$ cat config.mk
export PLATFORM = sky130hd
export DESIGN_NAME = resp_delay_timer
export DESIGN_NICKNAME = d
export VERILOG_FILES = /design/src/rtl/rdt_pkg.sv /design/src/rtl/rdt_edge_detect.sv /design/src/rtl/rdt_delay_counter.sv /design/src/rtl/rdt_start_ctrl.sv /design/src/rtl/rdt_sub_gate.sv /design/src/rtl/resp_delay_timer.sv
export SDC_FILE = /design/constraint.sdc
export NUM_CORES = 1
export LEC_CHECK = 0
export BUFFER_PORTS_ARGS = -buffer_cell sky130_fd_sc_hd__buf_4
export CORE_ASPECT_RATIO = 0.5
export CORE_MARGIN = 4
export CORE_UTILIZATION = 40
export DETAILED_ROUTE_END_ITERATION = 8
export HOLD_SLACK_MARGIN = 0.08
export PLACE_DENSITY_LB_ADDON = 0.05
export SETUP_SLACK_MARGIN = 0.4
export SYNTH_ARGS = -nofsm -noshare
export SYNTH_HDL_FRONTEND = slang
export SYNTH_SLANG_ARGS = --single-unit
export TNS_END_PERCENT = 5
$ cat constraint.sdc
create_clock -name clk -period 3.96 [get_ports clk]
set_input_delay 1.188 -clock clk [delete_from_list [all_inputs] [get_ports clk]]
set_output_delay 1.188 -clock clk [all_outputs]
set_load 0.05 [all_outputs]
$ cat src/rtl/rdt_pkg.sv
// Shared types for the pause-referenced response delay timer.
package rdt_pkg;
    // Edge events decoded from the demodulated reader signal.
    typedef struct packed {
        logic rise;   // pause ended, carrier back
        logic fall;   // pause started
    } pause_edge_t;
endpackage

$ cat src/rtl/rdt_edge_detect.sv
// Decodes pause start and pause end from the demodulated reader signal.
// Assumes demod_in is already synchronous to clk; 0 means a pause.
module rdt_edge_detect
    import rdt_pkg::*;
(
    input  logic        clk,
    input  logic        rst_n,
    input  logic        demod_in,
    output pause_edge_t edges,
    output logic        carrier_on
);
    logic demod_q;

    // Remember the previous level; carrier assumed present out of reset.
    always_ff @(posedge clk) begin
        if (!rst_n) demod_q <= 1'b1;
        else        demod_q <= demod_in;
    end

    // Edge decode against the remembered level.
    always_comb begin
        edges.rise = demod_in & ~demod_q;
        edges.fall = ~demod_in & demod_q;
    end

    assign carrier_on = demod_q;
endmodule

$ cat src/rtl/rdt_delay_counter.sv
// Saturating delay counter clocked by carrier-cycle enables.
// Restarts at zero on any pause edge and is held at zero while disarmed.
module rdt_delay_counter #(
    parameter int CNT_W = 10
) (
    input  logic             clk,
    input  logic             rst_n,
    input  logic             arm,
    input  logic             carrier_en,
    input  logic             restart,
    output logic [CNT_W-1:0] cnt
);
    localparam logic [CNT_W-1:0] CNT_MAX = {CNT_W{1'b1}};

    // Count carrier cycles since the latest pause edge, stopping at all-ones.
    always_ff @(posedge clk) begin
        if (!rst_n)                             cnt <= '0;
        else if (!arm || restart)               cnt <= '0;
        else if (carrier_en && cnt != CNT_MAX)  cnt <= cnt + 1'b1;
    end
endmodule

$ cat src/rtl/rdt_start_ctrl.sv
// Compares the delay count with the two programmed values. It produces the
// one-shot transmit trigger, the latch that blocks repeats until the next
// pause edge, and the auxiliary pulse. Compare values are assumed stable
// while a count is running.
module rdt_start_ctrl #(
    parameter int CNT_W = 10
) (
    input  logic             clk,
    input  logic             rst_n,
    input  logic             arm,
    input  logic             carrier_on,
    input  logic             restart,
    input  logic             fall,
    input  logic [CNT_W-1:0] cnt,
    input  logic [CNT_W-1:0] cmp_start,
    input  logic [CNT_W-1:0] cmp_aux_clr,
    output logic             tx_start,
    output logic             tx_active,
    output logic             aux_out
);
    logic start_hit;
    logic aux_hit;

    // Match conditions; a trigger needs carrier present and no prior trigger.
    always_comb begin
        start_hit = arm && carrier_on && !restart && !tx_active && (cnt == cmp_start);
        aux_hit   = !restart && (cnt == cmp_aux_clr);
    end

    // Register the trigger and hold the fired state until the next restart.
    always_ff @(posedge clk) begin
        if (!rst_n) begin
            tx_start  <= 1'b0;
            tx_active <= 1'b0;
        end else begin
            tx_start  <= start_hit;
            tx_active <= arm && !restart && (tx_active || start_hit);
        end
    end

    // Auxiliary pulse: set at pause start, cleared at the second compare.
    always_ff @(posedge clk) begin
        if (!rst_n)       aux_out <= 1'b0;
        else if (!arm)    aux_out <= 1'b0;
        else if (fall)    aux_out <= 1'b1;
        else if (aux_hit) aux_out <= 1'b0;
    end
endmodule

$ cat src/rtl/rdt_sub_gate.sv
// Free-running subcarrier-rate divider of the carrier enable, gated by the
// fired state of the timer. SUB_DIV selects the division ratio.
module rdt_sub_gate #(
    parameter int SUB_DIV = 16
) (
    input  logic clk,
    input  logic rst_n,
    input  logic carrier_en,
    input  logic gate_on,
    output logic sub_en
);
    generate
        if (SUB_DIV <= 1) begin : g_passthru
            // No division: every carrier cycle is a subcarrier tick.
            assign sub_en = gate_on && carrier_en;
        end else begin : g_divide
            localparam int              SUB_W    = $clog2(SUB_DIV);
            localparam logic [SUB_W-1:0] SUB_LAST = SUB_W'(SUB_DIV - 1);
            logic [SUB_W-1:0] sub_cnt;

            // Divider runs regardless of the gate so its phase is free-running.
            always_ff @(posedge clk) begin
                if (!rst_n)          sub_cnt <= '0;
                else if (carrier_en) sub_cnt <= (sub_cnt == SUB_LAST) ? '0 : sub_cnt + 1'b1;
            end

            // Emit the tick only while the gate is open.
            assign sub_en = gate_on && carrier_en && (sub_cnt == SUB_LAST);
        end
    endgenerate
endmodule

$ cat src/rtl/resp_delay_timer.sv
// Top of the pause-referenced response delay timer. The delay count restarts
// at every pause edge. At the start compare it triggers the transmitter once
// and opens the subcarrier enable. Assumes carrier_en is a one-cycle strobe
// and that all inputs are synchronous to clk.
module resp_delay_timer
    import rdt_pkg::*;
#(
    parameter int CNT_W   = 10,
    parameter int SUB_DIV = 16
) (
    input  logic             clk,
    input  logic             rst_n,
    input  logic             carrier_en,
    input  logic             demod_in,
    input  logic             arm,
    input  logic [CNT_W-1:0] cmp_start,
    input  logic [CNT_W-1:0] cmp_aux_clr,
    output logic             tx_start,
    output logic             sub_en,
    output logic             aux_out
);
    pause_edge_t      edges;
    logic             carrier_on;
    logic             edge_any;
    logic             tx_active;
    logic [CNT_W-1:0] cnt;

    assign edge_any = edges.rise | edges.fall;

    rdt_edge_detect i_edge (
        .clk        (clk),
        .rst_n      (rst_n),
        .demod_in   (demod_in),
        .edges      (edges),
        .carrier_on (carrier_on)
    );

    rdt_delay_counter #(.CNT_W(CNT_W)) i_cnt (
        .clk        (clk),
        .rst_n      (rst_n),
        .arm        (arm),
        .carrier_en (carrier_en),
        .restart    (edge_any),
        .cnt        (cnt)
    );

    rdt_start_ctrl #(.CNT_W(CNT_W)) i_ctrl (
        .clk         (clk),
        .rst_n       (rst_n),
        .arm         (arm),
        .carrier_on  (carrier_on),
        .restart     (edge_any),
        .fall        (edges.fall),
        .cnt         (cnt),
        .cmp_start   (cmp_start),
        .cmp_aux_clr (cmp_aux_clr),
        .tx_start    (tx_start),
        .tx_active   (tx_active),
        .aux_out     (aux_out)
    );

    rdt_sub_gate #(.SUB_DIV(SUB_DIV)) i_sub (
        .clk        (clk),
        .rst_n      (rst_n),
        .carrier_en (carrier_en),
        .gate_on    (tx_active),
        .sub_en     (sub_en)
    );
endmodule

==> Yosys cells after proc, flatten, opt, wreduce, memory -nomap -nowiden <==
Cells that the tools add are included.
{ "word_totals": {"word_cells": 39, "inputBits": 25, "output_inout_bits": 3, "regBits": 18} }
{ "classes": {"eq_ne": 4, "addsub": 2, "reduce_logical": 18, "n_mux": 3, "bitwise_logic": 6} }
{ "op_table": {"columns": ["cell", "count"], "rows": [
  ["equality test 10 bit", 2],
  ["adder 10 x 1 -> 10 bit (second input constant)", 1],
  ["logical AND 1 bit", 10],
  ["!= test 10 bit (second input constant)", 1],
  ["adder 4 x 1 -> 4 bit (second input constant)", 1],
  ["equality test 4 bit (second input constant)", 1],
  ["two-way mux 4 bit", 1],
  ["zero test 1 bit", 3],
  ["inverter 1 bit", 3],
  ["bitwise AND 1 bit", 2],
  ["logical OR 1 bit", 2],
  ["two-way mux 1 bit", 2],
  ["AND reduction 2 bit", 1],
  ["nonzero test 2 bit", 1],
  ["OR reduction 2 bit", 1],
  ["OR 1 bit", 1]
]} }

==> Longest topological paths before layout <==
Gate-level depths: netlist of run 1.
{ "depth": {"ltp_word": 9, "depth_mapped": 6, "ltp_nobuf": 6} }

==> By module <==
Synthesis of run 1 repeated with hierarchy kept, for this count alone.
{ "unflattened": {"cells_unflattened": 124, "area_unflattened_um2": 1103.6} }
{ "modules_own_cells": {"columns": ["module", "cells_each", "seq_area_each_um2", "area_per_inst_um2", "n_inst"], "rows": [
  ["rdt_delay_counter", 57, 200.2, 533.0, 1],
  ["rdt_start_ctrl", 40, 60.1, 329.1, 1],
  ["rdt_sub_gate", 22, 80.1, 196.4, 1],
  ["rdt_edge_detect", 4, 20.0, 38.8, 1],
  ["resp_delay_timer", 1, 0.0, 6.3, 1]
]} }

==> Worst setup path after synthesis of run 1 <==
OpenSTA, ideal clock, no wires.
{ "synth_timing": {"path_kind": "in2out", "startpoint": "input port carrier_en", "endpoint": "output port sub_en", "path_slack_ns": 0.648, "cell_stages": 3, "t_required_ns": 2.772, "arrival_time_ns": 2.124, "n_path_buf": 1, "path_cell_list": "buf_2 > nand2_1 > nor2_1"} }
{ "synth_between": {"elab_chain_len": 2} }
{ "synth_rtl": {"columns": ["item", "line_no", "source"], "rows": [
  ["start, declared", "resp_delay_timer.sv:13", "input logic carrier_en,"],
  ["logical AND 1 bit (2 in series)", "rdt_sub_gate.sv:28", "assign sub_en = gate_on && carrier_en && (sub_cnt == SUB_LAST);"],
  ["end, declared", "resp_delay_timer.sv:19", "output logic sub_en,"]
]} }
No other way between the ends.

==> Worst setup path after layout of run 1 <==
Same ends and word-level chain as after synthesis.

==> flow_metrics.env, run 1 <==
export IMPL_p_sw_frac=0.220
export IMPL_count_of_flip_flops_with_a_built_in_enable_after_synthesis=0
export IMPL_finalSetupViolations=0
export IMPL_cp_start_kind="primary input"
export IMPL_max_clock_freq_mhz=340
export IMPL_ys_seq_elements=18
export IMPL_max_clock_path_buffers=2
export IMPL_cts_root_buf="clkbuf_8"
export IMPL_floorplan_core_area_sq_um=2640
export IMPL_worst_stage_delay_on_the_critical_path_ps=200
export IMPL_final_routed_wirelength_mm=2.59
export IMPL_internal_power_uw=302
export IMPL_final_common_cell="buf_4"
export IMPL_syn_instance_count=129
export IMPL_hp_start="i_ctrl.tx_active"
export IMPL_design_final_nets=178
export IMPL_synthesis_yosys_warnings=0
export IMPL_seqPwrFrac=0.485
export IMPL_drt_vias_per_instance=5.10
export IMPL_multi_input_comb_area_sq_um=667
export IMPL_regToRegSetupSlack_ps=2160
export IMPL_global_route_usage_total=0.153
export IMPL_design_portCount=28
export IMPL_ys_async_rst_share=0
export IMPL_dpl_instance_area_sq_um=1290
export IMPL_critical_path_class="primary input to output pin"
export IMPL_maximum_capacitance_violations=0
export IMPL_ir_worst_vdd_mv=0.134
export IMPL_total_switching_power_uw=85.1
export IMPL_final_area_sq_um=1340
export IMPL_placementRows=13
export IMPL_cellLeakagePower_nw=0.481
export IMPL_net_count_synth=157
export IMPL_slew_violations=0
export IMPL_grt_overflow_total=0
export IMPL_synth_cell_area_sq_um=1120
export IMPL_floorplan_die_width_um=82.7
export IMPL_endpoint_kind="output pin"
export IMPL_detail_route_first_pass_iterations=4
export IMPL_cells_along_the_critical_path="buf_4 > nand2_1 > nor2_1 > buf_4"
export IMPL_min_path_type="register to register"
export IMPL_globalplace_congestion=0.807
export IMPL_arrival_time_of_the_worst_setup_path_ps=1760
export IMPL_synth_cell_types=29
export IMPL_postSynthAreaPerCell_sq_um=8.65
export IMPL_layout_filler_cells=273
export IMPL_cts_sink_count=18
export IMPL_reg2reg_from="i_cnt.cnt[1]"
export IMPL_worst_clock_skew_ps=2.31
export IMPL_detailed_place_hpwl_mm=1.93
export IMPL_critical_path_data_required_time_ps=2770
export IMPL_layout_area_seq_sq_um=360
export IMPL_actual_transition_at_the_worst_max_transition_pin_ps=473
export IMPL_first_global_vias=898
export IMPL_ctsResizeCount=0
export IMPL_relSlewSlack=0.684
export IMPL_cts_tree="yes"
export IMPL_floorplan_die_area_sq_um=3750
export IMPL_cts_hold_repair_buffers=0
export IMPL_synth_seq_area_share=0.323
export IMPL_first_iter_violations=10
export IMPL_io_buffer_count=27
export IMPL_power_frac_comb=0.129
export IMPL_clkLatencyLatePin_ps=250
export IMPL_timing_final_hold_violations=0
export IMPL_power_density_nw_per_um2=288
export IMPL_regToRegEndpoint="i_cnt.cnt[1]"
export IMPL_finalSetupTns_ps=0
export IMPL_min_delay_path_depth=1
export IMPL_worst_hold_path_endpoint="i_ctrl.tx_active"
export IMPL_cts_setup_buffers=0
export IMPL_cts_htree_levels=1
export IMPL_clkSlewWorstSetupHoldPaths_ps=70
export IMPL_first_pass_grt_wire_length_mm=4.12
export IMPL_period_share=0.744
export IMPL_grt_antenna_before_repair=0
export IMPL_detail_route_antenna_nets=0
export IMPL_total_vias_in_the_final_route=949
export IMPL_drcViolationCount=0
export IMPL_syn_to_final_growth_pct=20.3
export IMPL_detail_route_wl_per_cell_um=13.9
export IMPL_post_route_cells_drive_above_1_share=0.221
export IMPL_cp_slowest_cell="buf_4"
export IMPL_cp_max_fo=9
export IMPL_number_of_buffers_inserted_during_clock_tree_synthesis=3
export IMPL_clockPowerShare=0.386
export IMPL_status="completed"
export IMPL_layout_cells_most_common_list="buf_4 (27), dfxtp_1 (18), xnor2_1 (17)"
export IMPL_worst_r2r_cell_count=5
export IMPL_critical_path_top_cell_by_count="buf_4"
export IMPL_grt_max_degree=12
export IMPL_diodes=0
export IMPL_finalCriticalPeriod_ps=2940
export IMPL_floorplan_die_height_um=45.4
export IMPL_setup_repair_after_global_routing_missed_its_margin="no"
export IMPL_initial_core_util=0.424
export IMPL_dominantRegCellSynth="dfxtp_1"
-- logic make-up (layout without fill, tap and decap cells) --
logic type,count (synthesis),after routing,synth area share
AO/OA/AOI/OAI,18,18,0.111
XOR/XNOR,23,23,0.180
adder cells (fa/ha/maj),3,3,0.0336
buffers and inverters,14,34,0.0796
flip-flops,18,18,0.323
multiplexers,4,4,0.0359
AND/OR/NAND/NOR,49,49,0.237
-- power groups by stage --
stage          combinational, mW  sequential [mW]  clock [mW]
6_report                  0.0500            0.188       0.149
5_1_grt                   0.0552            0.188       0.167
4_1_cts                   0.0505            0.187       0.158
3_5_place_dp              0.0503            0.192           0
3_3_place_gp              0.0497            0.192           0
2_1_floorplan             0.0244            0.192           0
-- per-layer routing --
| metal | global-route usage | vias to the layer above | part of all wire |
|---|---|---|---|
| met5 | 0 | - | 0 |
| met4 | 0.0391 | 0 | 0.0031 |
| met3 | 0.0578 | 2 | 0.038 |
| met2 | 0.258 | 12 | 0.47 |
| met1 | 0.185 | 445 | 0.48 |
| li1 | - | 490 | - |
-- per-stage QoR --
stage                     power (mW)  worst slack (ps)  hold slack (ps)  std cells  utilization
after CTS                      0.396              1010              524        186        0.509
after global placement         0.241              1030              506        182        0.489
after detailed placement       0.242              1010              510        182        0.489
after floorplan                0.216               648              474        129            -
final                          0.387              1020              524        186        0.509
after global routing           0.410               948              545        186        0.509
-- how the worst max path moves through the flow --
stage	depth (start not counted)	startpoint	end	slack, ps
4_1_cts	4	carrier_en	sub_en	1010
6_report	4	carrier_en	sub_en	1020
3_5_place_dp	4	carrier_en	sub_en	1010
5_1_grt	4	carrier_en	sub_en	950
2_1_floorplan	3	carrier_en	sub_en	650
3_3_place_gp	4	carrier_en	sub_en	1030
-- cell type report --
type | instances | share of cell area
Tap cell | 37 | 0.0345
Multi-Input combinational cell | 97 | 0.497
Timing Repair Buffer | 27 | 0.151
Inverter | 3 | 0.00839
Sequential cell | 18 | 0.268
Clock buffer | 4 | 0.0410
-- flip-flops by register name, summed over array words and instances (netlist names) --
| signal | count |
|---|---|
| i_cnt.cnt | 10 |
| i_ctrl.aux_out | 1 |
| i_ctrl.tx_start | 1 |
| i_edge.carrier_on | 1 |
| i_sub.g_divide.sub_cnt | 4 |
| i_ctrl.tx_active | 1 |
-- worst max-delay path, delay by kind of cell --
family	cells	cell delay, ps
buf+inv	2	360
simple gates	2	200
-- cells in the mapped netlist, types with 3 or more instances --
master,n,area share
a211oi_1,3,0.020
a21oi_1,6,0.027
and2_1,3,0.017
buf_2,5,0.022
buf_6,3,0.030
dfxtp_1,18,0.32
ha_1,3,0.034
inv_1,3,0.010
mux2i_1,4,0.036
nand2_1,9,0.030
nand3_1,6,0.027
nand4_1,8,0.045
nor2_1,7,0.024
nor3_1,5,0.022
o21ai_0,5,0.022
or3_1,4,0.022
xnor2_1,17,0.13
xor2_1,6,0.047
(Power assumes the default switching activity.)
==> run 2: changes to the inputs <==
- clock period: 3.96 -> 2.5 ns (I/O delays scaled with it)
==> run 2 against run 1 <==
  * Sequential power up 59%
  * Utilization up 0.62 points
  * Worst hold slack better by 7.0 ps
  * Final cell count unchanged
  * Critical path depth unchanged
  * Sequential cell count unchanged
  * Global-route usage up 0.53 points
  * First-iteration DRC count up 40%
  * Via count up 2.2%
  * Clock-buffer cell count unchanged
  * Sequential share of layout area down 0.14 points
  * Critical path type unchanged
  * Critical endpoint unchanged
==> flow_metrics.env, run 2 (synthesis results as in run 1) <==
export IMPL_layout_filler_cells=268
export IMPL_detail_route_first_pass_iterations=4
export IMPL_cells_along_the_critical_path="buf_4 > nand2_1 > nor2_4 > buf_6"
export IMPL_worst_stage_delay_on_the_critical_path_ps=160
export IMPL_grt_antenna_before_repair=0
export IMPL_cts_hold_repair_buffers=0
export IMPL_floorplan_die_area_sq_um=3750
export IMPL_floorplan_die_width_um=82.7
export IMPL_min_delay_path_depth=1
export IMPL_setup_repair_after_global_routing_missed_its_margin="no"
export IMPL_status="completed"
export IMPL_cts_tree="yes"
export IMPL_ir_worst_vdd_mv=0.206
export IMPL_finalSetupTns_ps=0
export IMPL_min_path_type="register to register"
export IMPL_first_pass_grt_wire_length_mm=4.34
export IMPL_holdWs_ps=531
export IMPL_max_flop_register="i_cnt.cnt"
export IMPL_cellLeakagePower_nw=0.480
export IMPL_cp_slowest_cell="buf_4"
export IMPL_cp_max_fo=9
export IMPL_final_common_cell="buf_4"
export IMPL_worst_clock_skew_ps=1.97
export IMPL_clkSlewWorstSetupHoldPaths_ps=70
export IMPL_max_clock_path_buffers=2
export IMPL_critical_path_data_required_time_ps=1750
export IMPL_globalplace_congestion=0.763
export IMPL_post_route_cells_drive_above_1_share=0.248
export IMPL_initial_core_util=0.424
export IMPL_cts_htree_levels=1
export IMPL_arrival_time_of_the_worst_setup_path_ps=1290
export IMPL_number_of_buffers_inserted_during_clock_tree_synthesis=3
export IMPL_grt_max_degree=12
export IMPL_slew_violations=0
export IMPL_largest_register_ff_count=10
export IMPL_period_share=0.815
export IMPL_maximum_capacitance_violations=0
export IMPL_largest_registers="i_cnt.cnt: 10 flops, i_sub.g_divide.sub_cnt: 4 flops"
export IMPL_multi_input_comb_area_sq_um=677
export IMPL_detail_route_wl_per_cell_um=13.9
export IMPL_hp_start="i_ctrl.tx_active"
export IMPL_clkLatencyLatePin_ps=250
export IMPL_worst_hold_path_endpoint="i_ctrl.tx_active"
export IMPL_worst_path_dominant_cell_family="buffers and inverters"
export IMPL_placementRows=13
export IMPL_regToRegSetupSlack_ps=710
export IMPL_diodes=0
export IMPL_syn_to_final_growth_pct=21.7
export IMPL_finalSetupViolations=0
export IMPL_layout_cells_most_common_list="buf_4 (26), xnor2_1 (17), dfxtp_1 (16)"
export IMPL_max_clock_freq_mhz=491
export IMPL_power_density_nw_per_um2=452
export IMPL_first_iter_violations=14
export IMPL_grt_overflow_total=0
export IMPL_actual_transition_at_the_worst_max_transition_pin_ps=473
export IMPL_endpoint_kind="output pin"
export IMPL_floorplan_die_height_um=45.4
export IMPL_detail_route_antenna_nets=0
export IMPL_cts_sink_count=18
export IMPL_relSlewSlack=0.684
export IMPL_total_vias_in_the_final_route=970
export IMPL_cts_root_buf="clkbuf_8"
export IMPL_cp_start_kind="primary input"
export IMPL_final_routed_wirelength_mm=2.59
export IMPL_regToRegEndpoint="i_cnt.cnt[1]"
export IMPL_detailed_place_hpwl_mm=1.93
export IMPL_drcViolationCount=0
export IMPL_io_buffer_count=27
export IMPL_drt_vias_per_instance=5.22
export IMPL_reg2reg_from="i_cnt.cnt[0]"
export IMPL_ctsResizeCount=0
export IMPL_design_portCount=28
export IMPL_finalCriticalPeriod_ps=2040
export IMPL_global_route_usage_total=0.158
export IMPL_design_final_nets=178
export IMPL_cts_setup_buffers=0
export IMPL_floorplan_core_area_sq_um=2640
export IMPL_cp_buffers_inverters=2
export IMPL_layout_area_seq_sq_um=363
export IMPL_critical_path_class="primary input to output pin"
export IMPL_first_global_vias=947
export IMPL_worst_r2r_cell_count=5
export IMPL_timing_final_hold_violations=0
-- run 2: through the flow --
step	instance area [sq um]	power, mW	setup slack, ps	utilization	instances
global placement	1290	0.383	442	0.491	182
CTS	1350	0.627	422	0.512	186
floorplan	1120	0.343	424	-	129
finish	1360	0.614	462	0.516	186
global route	1360	0.651	422	0.516	186
detailed placement	1290	0.384	436	0.491	182
-- run 2: per-layer routing --
metal	vias up	track usage	wire length (um)
li1	490	-	-
met4	0	0.0456	8
met1	458	0.199	1200
met2	20	0.258	1260
met3	2	0.0558	122
met5	-	0	0
-- run 2: worst reg2reg max path: stages, from the launching register on --
cell	delay (ps)
dfxtp_1	510
ha_1	270
nand3_1	150
o31ai_4	430
mux2i_1	260
nor2_1	60
-- run 2: final cells by class --
type | count | share of cell area
clock buffer | 4 | 0.0405
inverter | 3 | 0.00829
multi-input combinational | 97 | 0.498
sequential | 18 | 0.267
tap | 37 | 0.0341
timing repair buffer | 27 | 0.152
-- run 2: how the worst max path moves through the flow --
stage | slack (ps) | depth (start not counted) | end | from
final | 460 | 4 | sub_en | carrier_en
after global routing | 420 | 4 | sub_en | i_sub.g_divide.sub_cnt[0]
after CTS | 420 | 4 | sub_en | i_sub.g_divide.sub_cnt[0]
after detailed placement | 440 | 4 | sub_en | carrier_en
after global placement | 440 | 4 | sub_en | carrier_en
after floorplan | 420 | 3 | sub_en | carrier_en
-- run 2: where the power goes --
group,total (mW),switching [mW],internal (mW)
Sequential,0.298,0.00545,0.292
Clock,0.237,0.0967,0.140
Combinational,0.0801,0.0329,0.0471
Total,0.614,0.135,0.479
